<file path="src/rtl/hp_cmd_pkg.sv">
// Package: shared types and code constants for the hot-plug command engine.
// Assumes an 8-bit code byte and 2-bit slot/indicator fields.
package hp_cmd_pkg;

    // Operation class of a code byte
    typedef enum logic [2:0] {
        OP_SLOT,
        OP_SPEED,
        OP_ALL_PWR,
        OP_ALL_EN,
        OP_BAD
    } op_e;

    // Per-slot visible fields, bit order matches the slot register layout
    typedef struct packed {
        logic [1:0] attn;
        logic [1:0] pwr;
        logic [1:0] state;
    } slot_fields_t;

    // Error bits in the order they appear in status[3:1]
    typedef struct packed {
        logic bad_speed;
        logic bad_cmd;
        logic lat_err;
    } cmd_err_t;

    localparam int FIELD_W = $bits(slot_fields_t);

    localparam logic [1:0] FLD_KEEP    = 2'd0;
    localparam logic [1:0] ST_PWRONLY  = 2'd1;
    localparam logic [1:0] ST_ENABLE   = 2'd2;
    localparam logic [1:0] ST_DISABLE  = 2'd3;
    localparam logic [1:0] IND_OFF     = 2'd3;

    localparam slot_fields_t SLOT_RESET = '{attn: IND_OFF, pwr: IND_OFF, state: ST_DISABLE};

    localparam logic [7:0] CODE_PWR_ALL = 8'h48;
    localparam logic [7:0] CODE_EN_ALL  = 8'h49;
    localparam logic [3:0] SPEED_MAX_A  = 4'd4;
    localparam logic [3:0] SPEED_MAX_L1 = 4'd4;
    localparam logic [3:0] SPEED_MAX_L2 = 4'd13;

endpackage

</file>
<file path="src/rtl/hp_busy_timer.sv">
// Module: busy timer. Loads the programmed duration on start (0 counts as 1),
// holds busy for that many cycles and flags the final busy cycle.
// Assumes start is only raised while busy is low.
module hp_busy_timer #(
    parameter int DELAY_W = 8
) (
    input  logic               clk,
    input  logic               rst_n,
    input  logic               start,
    input  logic [DELAY_W-1:0] delay,
    output logic               busy,
    output logic               finish
);

    localparam logic [DELAY_W-1:0] ONE = DELAY_W'(1);

    logic [DELAY_W-1:0] cnt_q;

    // Count down the remaining busy cycles
    always_ff @(posedge clk) begin
        if (!rst_n) begin
            cnt_q <= '0;
            busy  <= 1'b0;
        end else if (start) begin
            cnt_q <= (delay == '0) ? ONE : delay;
            busy  <= 1'b1;
        end else if (busy) begin
            cnt_q <= cnt_q - ONE;
            if (cnt_q == ONE) begin
                busy <= 1'b0;
            end
        end
    end

    // Last busy cycle: the command executes at the coming edge
    always_comb begin
        finish = busy && (cnt_q == ONE);
    end

endmodule

</file>
<file path="src/rtl/hp_cmd_decode.sv">
// Module: command decoder. Classifies the code byte, checks the target slot,
// latch conditions and speed/mode limits, and yields the action to apply
// plus the error code. Purely combinational; the caller gates by completion.
module hp_cmd_decode
    import hp_cmd_pkg::*;
#(
    parameter int NUM_SLOTS = 4,
    parameter int IF_LEVEL  = 2
) (
    input  logic [7:0]           code,
    input  logic [7:0]           target,
    input  logic [NUM_SLOTS-1:0] latch_open,
    output cmd_err_t             err,
    output logic [NUM_SLOTS-1:0] slot_hit,
    output slot_fields_t         fields,
    output logic                 group_en,
    output logic [1:0]           group_state,
    output logic                 speed_en,
    output logic [3:0]           speed_val
);

    localparam logic [3:0] SPEED_LIMIT = (IF_LEVEL == 1) ? SPEED_MAX_L1 : SPEED_MAX_L2;

    op_e                  op;
    logic                 form_b;
    logic                 speed_ok;
    logic [NUM_SLOTS-1:0] hit_raw;
    logic                 target_ok;
    logic                 wants_power;
    logic                 latch_blk;

    // Classify the code byte and extract the raw speed/mode value
    always_comb begin
        op        = OP_BAD;
        form_b    = 1'b0;
        speed_val = '0;
        if (code[7:6] == 2'b00) begin
            op = OP_SLOT;
        end else if (code[7:3] == 5'b01000) begin
            op        = OP_SPEED;
            speed_val = {1'b0, code[2:0]};
        end else if (code == CODE_PWR_ALL) begin
            op = OP_ALL_PWR;
        end else if (code == CODE_EN_ALL) begin
            op = OP_ALL_EN;
        end else if (code[7:4] == 4'h5) begin
            op        = OP_SPEED;
            form_b    = 1'b1;
            speed_val = code[3:0];
        end
    end

    // Per-slot target match, numbering from 1
    for (genvar i = 0; i < NUM_SLOTS; i++) begin : g_hit
        assign hit_raw[i] = (target == 8'(i + 1));
    end

    // Derived qualifiers for error selection
    always_comb begin
        fields      = slot_fields_t'(code[5:0]);
        target_ok   = |hit_raw;
        wants_power = (fields.state == ST_PWRONLY) || (fields.state == ST_ENABLE);
        latch_blk   = |(hit_raw & latch_open);
        speed_ok    = form_b ? (speed_val <= SPEED_LIMIT) : (speed_val <= SPEED_MAX_A);
    end

    // Choose the action or the error for the command
    always_comb begin
        err         = '0;
        slot_hit    = '0;
        group_en    = 1'b0;
        group_state = ST_PWRONLY;
        speed_en    = 1'b0;
        case (op)
            OP_SLOT: begin
                if (!target_ok) begin
                    err.bad_cmd = 1'b1;
                end else if (wants_power && latch_blk) begin
                    err.lat_err = 1'b1;
                end else begin
                    slot_hit = hit_raw;
                end
            end
            OP_SPEED: begin
                if (speed_ok) begin
                    speed_en = 1'b1;
                end else begin
                    err.bad_speed = 1'b1;
                end
            end
            OP_ALL_PWR, OP_ALL_EN: begin
                if (|latch_open) begin
                    err.lat_err = 1'b1;
                end else begin
                    group_en    = 1'b1;
                    group_state = (op == OP_ALL_EN) ? ST_ENABLE : ST_PWRONLY;
                end
            end
            default: begin
                err.bad_cmd = 1'b1;
            end
        endcase
    end

endmodule

</file>
<file path="src/rtl/hp_slot_bank.sv">
// Module: per-slot state and indicator registers. On exec, a group action
// rewrites every slot state; otherwise the addressed slot takes each
// non-zero field. Assumes group_en and slot_hit are never both active.
module hp_slot_bank
    import hp_cmd_pkg::*;
#(
    parameter int NUM_SLOTS = 4
) (
    input  logic                         clk,
    input  logic                         rst_n,
    input  logic                         exec,
    input  logic [NUM_SLOTS-1:0]         slot_hit,
    input  slot_fields_t                 fields,
    input  logic                         group_en,
    input  logic [1:0]                   group_state,
    output logic [NUM_SLOTS*FIELD_W-1:0] slot_regs
);

    for (genvar i = 0; i < NUM_SLOTS; i++) begin : g_slot
        slot_fields_t reg_q;

        // Hold one slot's state and indicator fields
        always_ff @(posedge clk) begin
            if (!rst_n) begin
                reg_q <= SLOT_RESET;
            end else if (exec) begin
                if (group_en) begin
                    reg_q.state <= group_state;
                end else if (slot_hit[i]) begin
                    if (fields.state != FLD_KEEP) reg_q.state <= fields.state;
                    if (fields.pwr   != FLD_KEEP) reg_q.pwr   <= fields.pwr;
                    if (fields.attn  != FLD_KEEP) reg_q.attn  <= fields.attn;
                end
            end
        end

        assign slot_regs[i*FIELD_W +: FIELD_W] = reg_q;
    end

endmodule

</file>
<file path="src/rtl/hp_cmd_engine.sv">
// Module: top of the hot-plug command engine. Captures an accepted command,
// runs the busy timer, and on the final busy cycle applies the decoded
// action, records the error code and raises the completion pulse.
// Assumes latch_open is stable while a command is busy.
module hp_cmd_engine
    import hp_cmd_pkg::*;
#(
    parameter int NUM_SLOTS = 4,
    parameter int DELAY_W   = 8,
    parameter int IF_LEVEL  = 2
) (
    input  logic                         clk,
    input  logic                         rst_n,
    input  logic                         cmd_wr,
    input  logic [15:0]                  cmd_word,
    input  logic [DELAY_W-1:0]           busy_cycles,
    input  logic [NUM_SLOTS-1:0]         latch_open,
    output logic [3:0]                   status,
    output logic [NUM_SLOTS*6-1:0]       slot_regs,
    output logic [3:0]                   bus_mode,
    output logic                         cmd_done
);

    localparam int MODE_W = (IF_LEVEL == 1) ? 3 : 4;

    logic                 busy;
    logic                 finish;
    logic                 accept;
    logic [15:0]          cmd_q;
    cmd_err_t             dec_err;
    cmd_err_t             err_q;
    logic [NUM_SLOTS-1:0] dec_hit;
    slot_fields_t         dec_fields;
    logic                 dec_group_en;
    logic [1:0]           dec_group_state;
    logic                 dec_speed_en;
    logic [3:0]           dec_speed_val;
    logic [MODE_W-1:0]    mode_q;
    logic                 done_q;

    // New commands are taken only while idle
    always_comb begin
        accept = cmd_wr && !busy;
    end

    // Hold the accepted command word until it executes
    always_ff @(posedge clk) begin
        if (!rst_n) begin
            cmd_q <= '0;
        end else if (accept) begin
            cmd_q <= cmd_word;
        end
    end

    hp_busy_timer #(
        .DELAY_W (DELAY_W)
    ) u_timer (
        .clk    (clk),
        .rst_n  (rst_n),
        .start  (accept),
        .delay  (busy_cycles),
        .busy   (busy),
        .finish (finish)
    );

    hp_cmd_decode #(
        .NUM_SLOTS (NUM_SLOTS),
        .IF_LEVEL  (IF_LEVEL)
    ) u_decode (
        .code        (cmd_q[7:0]),
        .target      (cmd_q[15:8]),
        .latch_open  (latch_open),
        .err         (dec_err),
        .slot_hit    (dec_hit),
        .fields      (dec_fields),
        .group_en    (dec_group_en),
        .group_state (dec_group_state),
        .speed_en    (dec_speed_en),
        .speed_val   (dec_speed_val)
    );

    hp_slot_bank #(
        .NUM_SLOTS (NUM_SLOTS)
    ) u_bank (
        .clk         (clk),
        .rst_n       (rst_n),
        .exec        (finish),
        .slot_hit    (dec_hit),
        .fields      (dec_fields),
        .group_en    (dec_group_en),
        .group_state (dec_group_state),
        .slot_regs   (slot_regs)
    );

    // Record the outcome, the bus mode and the completion pulse
    always_ff @(posedge clk) begin
        if (!rst_n) begin
            err_q  <= '0;
            mode_q <= '0;
            done_q <= 1'b0;
        end else begin
            done_q <= finish;
            if (finish) begin
                err_q <= dec_err;
                if (dec_speed_en) begin
                    mode_q <= dec_speed_val[MODE_W-1:0];
                end
            end
        end
    end

    if (MODE_W < 4) begin : g_mode_narrow
        assign bus_mode = {{(4 - MODE_W){1'b0}}, mode_q};
    end else begin : g_mode_full
        assign bus_mode = mode_q;
    end

    assign status   = {err_q, busy};
    assign cmd_done = done_q;

endmodule

</file>
<file path="config.mk">
export PLATFORM = sky130hd
export DESIGN_NAME = hp_cmd_engine
export DESIGN_NICKNAME = d
export VERILOG_FILES = /design/src/rtl/hp_cmd_pkg.sv /design/src/rtl/hp_busy_timer.sv /design/src/rtl/hp_cmd_decode.sv /design/src/rtl/hp_slot_bank.sv /design/src/rtl/hp_cmd_engine.sv
export SDC_FILE = /design/constraint.sdc
export NUM_CORES = 1
export LEC_CHECK = 0
export BUFFER_PORTS_ARGS = -buffer_cell sky130_fd_sc_hd__buf_4
export CAP_MARGIN = 20
export CORE_MARGIN = 4
export CORE_UTILIZATION = 45
export CTS_BUF_LIST = sky130_fd_sc_hd__clkbuf_4 sky130_fd_sc_hd__clkbuf_8
export CTS_CLUSTER_DIAMETER = 40
export DETAILED_ROUTE_END_ITERATION = 12
export GPL_TIMING_DRIVEN = 0
export MAX_ROUTING_LAYER = met4
export PLACE_DENSITY = 0.67
export SLEW_MARGIN = 5
export SYNTH_ARGS = -nofsm -noshare
export SYNTH_HDL_FRONTEND = slang
export SYNTH_HIERARCHICAL = 1
export SYNTH_SLANG_ARGS = --single-unit
</file>
<file path="constraint.sdc">
create_clock -name clk -period 2.8 [get_ports clk]
set_input_delay 0.28 -clock clk [delete_from_list [all_inputs] [get_ports clk]]
set_output_delay 0.28 -clock clk [all_outputs]
set_load 0.05 [all_outputs]
</file>
# Yosys cells after proc, flatten, opt, wreduce, memory -nomap -nowiden
# Index checks and enable logic that the tools add are counted.
# W data, S select, Z words.
[totals] elab_cells=123 output_inout_bits=33 register_bits=57 in_bits=31
[classes] add_sub_neg=1 n_eq_ne=14 magnitude_cmp=2 n_mux=49 bitwise_logic=2 n_reduce_logical=35
[ops] cell="$mux W4" n=8
[ops] cell="$reduce_and A4 Y1" n=8
[ops] cell="$mux W2" n=12
[ops] cell="$mux W8" n=3
[ops] cell="$mux W1" n=19
[ops] cell="$reduce_bool A2 Y1" n=9
[ops] cell="$eq A8 B1 Y1 const B" n=2
[ops] cell="$eq A8 B2 Y1 const B" n=2
[ops] cell="$eq A8 B7 Y1 const B" n=2
[ops] cell="$mux W3" n=5
[ops] cell="$reduce_and A3 Y1" n=4
[ops] cell="$reduce_or A4 Y1" n=3
[ops] cell="$eq A8 B3 Y1 const B" n=1
[ops] cell="$logic_not A8 Y1" n=1
[ops] cell="$sub A8 B1 Y8 const B" n=1
[ops] cell="$eq A3 B2 Y1 const B" n=2
[ops] cell="$eq A5 B4 Y1 const B" n=1
[ops] cell="$and A4 B4 Y4" n=1
[ops] cell="$eq A4 B3 Y1 const B" n=1
[ops] cell="$le A4 B3 Y1 const B" n=1
[ops] cell="$le A4 B4 Y1 const B" n=1
[ops] cell="$pmux W1 S2" n=2
[ops] cell="$eq A3 B1 Y1 const B" n=1
[ops] cell="$logic_and A1 B1 Y1" n=3
[ops] cell="other kinds (10)" n=10

# Logic depth before layout (Yosys ltp)
[depth] depth_word=11 mapped_depth=8

# By module
# The synthesis kept the hierarchy.
[by_module_without_submodules] module="hp_slot_bank" seq_area_each_um2=480.5 area_each_um2=1027.2 n_inst=1 cells_per_inst=104
[by_module_without_submodules] module="hp_cmd_engine" seq_area_each_um2=480.5 area_each_um2=964.7 n_inst=1 cells_per_inst=102
[by_module_without_submodules] module="hp_busy_timer" seq_area_each_um2=180.2 area_each_um2=546.8 n_inst=1 cells_per_inst=65
[by_module_without_submodules] module="hp_cmd_decode" seq_area_each_um2=0.0 area_each_um2=384.1 n_inst=1 cells_per_inst=57

# Worst setup path after synthesis
# Ideal clock, no wire load.
[synth_timing] path_type="register to register" startpoint="register u_timer.cnt_q[2]" endpoint="register u_bank.g_slot[3].reg_q, in the netlist u_bank/slot_regs[23]" stages_incl_launch_ff=8 path_buffers=1 slack_ns=0.709 required_time_ns=2.680 t_arrival_ns=1.971 synth_period_minus_slack_ns=2.091 cell_sequence="dfxtp_1 -> or4_4 -> nor2_1 -> and4b_1 -> and2b_4 -> buf_6 -> nand3_4 -> a211o_1"
[synth_via] elab_chain_cells=3
[synth_lines] item="start, declared" line_no="hp_busy_timer.sv:17" rtl="logic [DELAY_W-1:0] cnt_q;"
[synth_lines] item="start signal, assigned" line_no="hp_busy_timer.sv:25" rtl="cnt_q <= (delay == '0) ? ONE : delay;"
[synth_lines] item="start signal, assigned" line_no="hp_busy_timer.sv:28" rtl="cnt_q <= cnt_q - ONE;"
[synth_lines] item="$eq A8 B1 Y1" line_no="hp_busy_timer.sv:37" rtl="finish = busy && (cnt_q == ONE);"
[synth_lines] item="$logic_and A1 B1 Y1" line_no="hp_busy_timer.sv:37"
[synth_lines] item="via finish" line_no="hp_cmd_engine.sv:27" rtl="logic finish;"
[synth_lines] item="$reduce_and A4 Y1 (no source line)"
[synth_lines] item="end, declared" line_no="hp_slot_bank.sv:20" rtl="slot_fields_t reg_q;"
# The timed path passes the listed nets, and every way through them passes these cells.
# A chain may end at the register's enable or synchronous reset.

# Worst setup path after layout
# Ends and elaborated chain as after synthesis.

==> run metrics <==
worst reg-to-reg path cell count=7; ys async rst share=0; final-stage net count=437; vias=2544; Cell Int Power=0.00144 W; syn_nets=363; critical path arrival=2530 ps; outcome=finished, final reports clean; critical path endpoint category=flop; top cell type's share of synthesized area=0.390; Max Clk Rate=0.435 GHz; Tightest Hold Check Type=in -> reg; Compound-Gate Fraction of Synth Area=0.122; Sw Ratio=0.258; final hold vios=0; Clk pwr share=0.399; CTS Buffer Depth=2; H-tree levels=3; clock buffer count from CTS=9; DRT iter0 DRCs=54; Worst setup SP type=flop; Die H=88.6 um; Antenna Nets Post-Route=0; clk slew on worst S/H paths=60 ps; global-route wire length before repair=10500 um; Sum Neg Setup Slack=0 ps; vias in the first global route=2337; final setup vio count=0; GPL Wtd Cong=0.867; hold_buf cts=0; antenna violations before repair=0; Post-Syn Area=0.00292 mm^2; I/O pin cnt=64; cell count along the critical path=7; Post-Route WL=6470 um; Worst-Margin Slew=524 ps; die width=88.6 um; Sw Pwr=0.000501 W; port bufs=63; share of layout cells above drive strength 1=0.283; Sequential Power Share=0.453; DR DRC count=0; Lkg Pwr=1.63 nW; pwr dens=526 mW/mm^2; max cap viols=0; Seq/Total Area, Yosys=0.390; fin cells=483; CTS-repair resized insts=0; Tcrit/Tclk final=0.821; TritonCTS Sinks=57; GRT Total Usage=0.179; post-synthesis adder-cell area fraction=0.0171; largest family of logic cells by synthesized area=simple AND/OR/NAND/NOR gates; global route total overflow=0; Netlist cell types=63; max-slew violations=0; Worst Skew=7.13 ps; Post-DP HPWL=4940 um; post-synthesis mux area share=0.128; post-synthesis simple-gate area fraction=0.255; leading area contributor after synthesis=dfxtp_1; Worst Path Required=3030 ps; cell row count=29; CP Max Fanout=10; logic gate share of total power=0.148; crit path cell chain=or4_4, nor2_1, and4b_1, and2b_4, buf_6, nand3_4, a211o_1; WHS Path Cells=3; vias per cell=5.27; postcts setup bufs=0; Setup CP Type=reg -> reg; Clock Latency Late Sink=330 ps; Final Hold Slack=196 ps; initial core utilization=0.463; Cells after Synth=328; xor-xnor portion of the synthesized cell area=0.0150; Post-synth top flop=dfxtp_1; largest net degree at the start of global routing=11; relative slew slack=0.648; unrepaired setup endpoints after global routing=no; number of register bits inferred by synthesis=57; slowest stage delay, CP=590 ps; CTS root buf=clkbuf_8; synth warn=6; largest cells by area after synthesis=dfxtp_1, mux2i_1, nand2_1, nor2_1, o21ai_0; Avg WL per Cell=13.4 um; Worst Path Buf+Inv=1; total placed cells including tap cells=468; Post-synth EDFFs=0; crit-path leading delay family=simple AND/OR/NAND/NOR gates; CP max-delay cell=or4_4; number of diodes=0; Mapped Avg Cell Area=8.91 um^2; Core Box Area=0.00631 mm^2; fin crit period=2300 ps; maximum vdd ir drop=0.278 mV; Layout area overhead=26.3%; Pre-Repair DR Iteration Count=4; filler instances=592; CTS tree=built; total die area=0.00785 mm^2; total chip power=0.00194 W
## cells in the mapped netlist (3+ instances only)
cell type  instances
nor2b_1            7
xnor2_1            3
nand3_1            6
buf_2              7
buf_4              7
nor2_1            28
and2_1             3
dfxtp_1           57
a21oi_1            7
a31oi_1            7
nand2b_1           3
buf_6              4
clkbuf_1           3
nor3_1             7
nor4_1             3
ha_1               4
o211ai_1           3
nand4_1            7
nand2_1           41
and3_1             7
o21ai_0           14
inv_1              9
mux2i_1           35
nand3b_1           3
## layout by cell type, fill, tap and decap left out, types with 3 or more instances in the layout
cell type   n
dfxtp_1    57
buf_4      70
o21ai_0    14
ha_1        4
nand2_1    41
xnor2_1     3
inv_1       9
nor4_1      3
nor3_1      7
buf_2       7
o211ai_1    3
nand3_1     6
mux2i_1    35
nand3b_1    3
nand4_1     7
nor2_1     28
and2_1      3
clkbuf_1    3
clkbuf_8   11
and3_1      7
nand2b_1    3
a21oi_1     7
a31oi_1     7
nor2b_1     7
buf_6       4
## power by group through the flow
stage	registers, W	clock network [W]	logic (W)
final	0.000880	0.000775	0.000288
after global routing	0.000885	0.000816	0.000322
after CTS	0.000879	0.000790	0.000289
after detailed placement	0.000897	0	0.000289
after global placement	0.000896	0	0.000285
after floorplan	0.000889	0	0.000206
## registers in the layout (all words and copies together) (netlist names)
register	cells
bus_mode	4
status	3
cmd_q	16
cmd_done	1
u_bank/slot_regs	24
u_timer/busy	1
u_timer/cnt_q	8
## final timing paths
kind	from	end	slack [ps]
min reg2reg	bus_mode[1]$_SDFFE_PN0P_	bus_mode[1]$_SDFFE_PN0P_	460
max	u_timer/cnt_q[2]$_SDFFE_PN0P_	u_bank/slot_regs[23]$_SDFFE_PN1P_	500
max reg2reg	u_timer/cnt_q[2]$_SDFFE_PN0P_	u_bank/slot_regs[23]$_SDFFE_PN1P_	500
min	cmd_word[6]	cmd_q[6]$_SDFFE_PN0P_	200
## metrics by stage
step	area [um^2]	setup slack [ps]	util
2_1_floorplan	2920	709	-
3_3_place_gp	3490	512	0.553
3_5_place_dp	3490	505	0.553
4_1_cts	3690	494	0.585
5_1_grt	3690	346	0.585
6_report	3690	502	0.585
## area by class of cell
type / count / area (um^2) / area share
multi-input combinational: 236 / 1570 / 0.425
sequential: 57 / 1140 / 0.309
timing repair buffer: 63 / 473 / 0.128
buffer: 24 / 171 / 0.0464
clock buffer: 12 / 159 / 0.0431
tap: 77 / 96.3 / 0.0261
inverter: 11 / 41.3 / 0.0112
clock inverter: 3 / 40.0 / 0.0108
## per-layer routing
| layer | global-route usage | vias to the layer above | wire length (um) |
|---|---|---|---|
| li1 | - | 1312 | - |
| met1 | 0.220 | 1168 | 2990 |
| met2 | 0.280 | 58 | 3060 |
| met3 | 0.0549 | 6 | 351 |
| met4 | 0.0591 | 0 | 68 |
| met5 | - | - | 0 |
## cell families (layout without fill, tap and decap cells)
| kind of cell | after synthesis | after routing |
|---|---|---|
| fa+ha+maj | 4 | 4 |
| compound gates | 52 | 52 |
| buf+inv | 35 | 113 |
| simple gates | 138 | 138 |
| flops | 57 | 57 |
| mux | 37 | 37 |
| xor+xnor | 5 | 5 |
## worst register-to-register path: stages (launching register included)
cell and delay [ps]:
dfxtp_1 360, or4_4 590, nor2_1 100, and4b_1 390, and2b_4 240, buf_6 140
nand3_4 80, a211o_1 290
No activity file was read; power rests on OpenSTA's default activity.
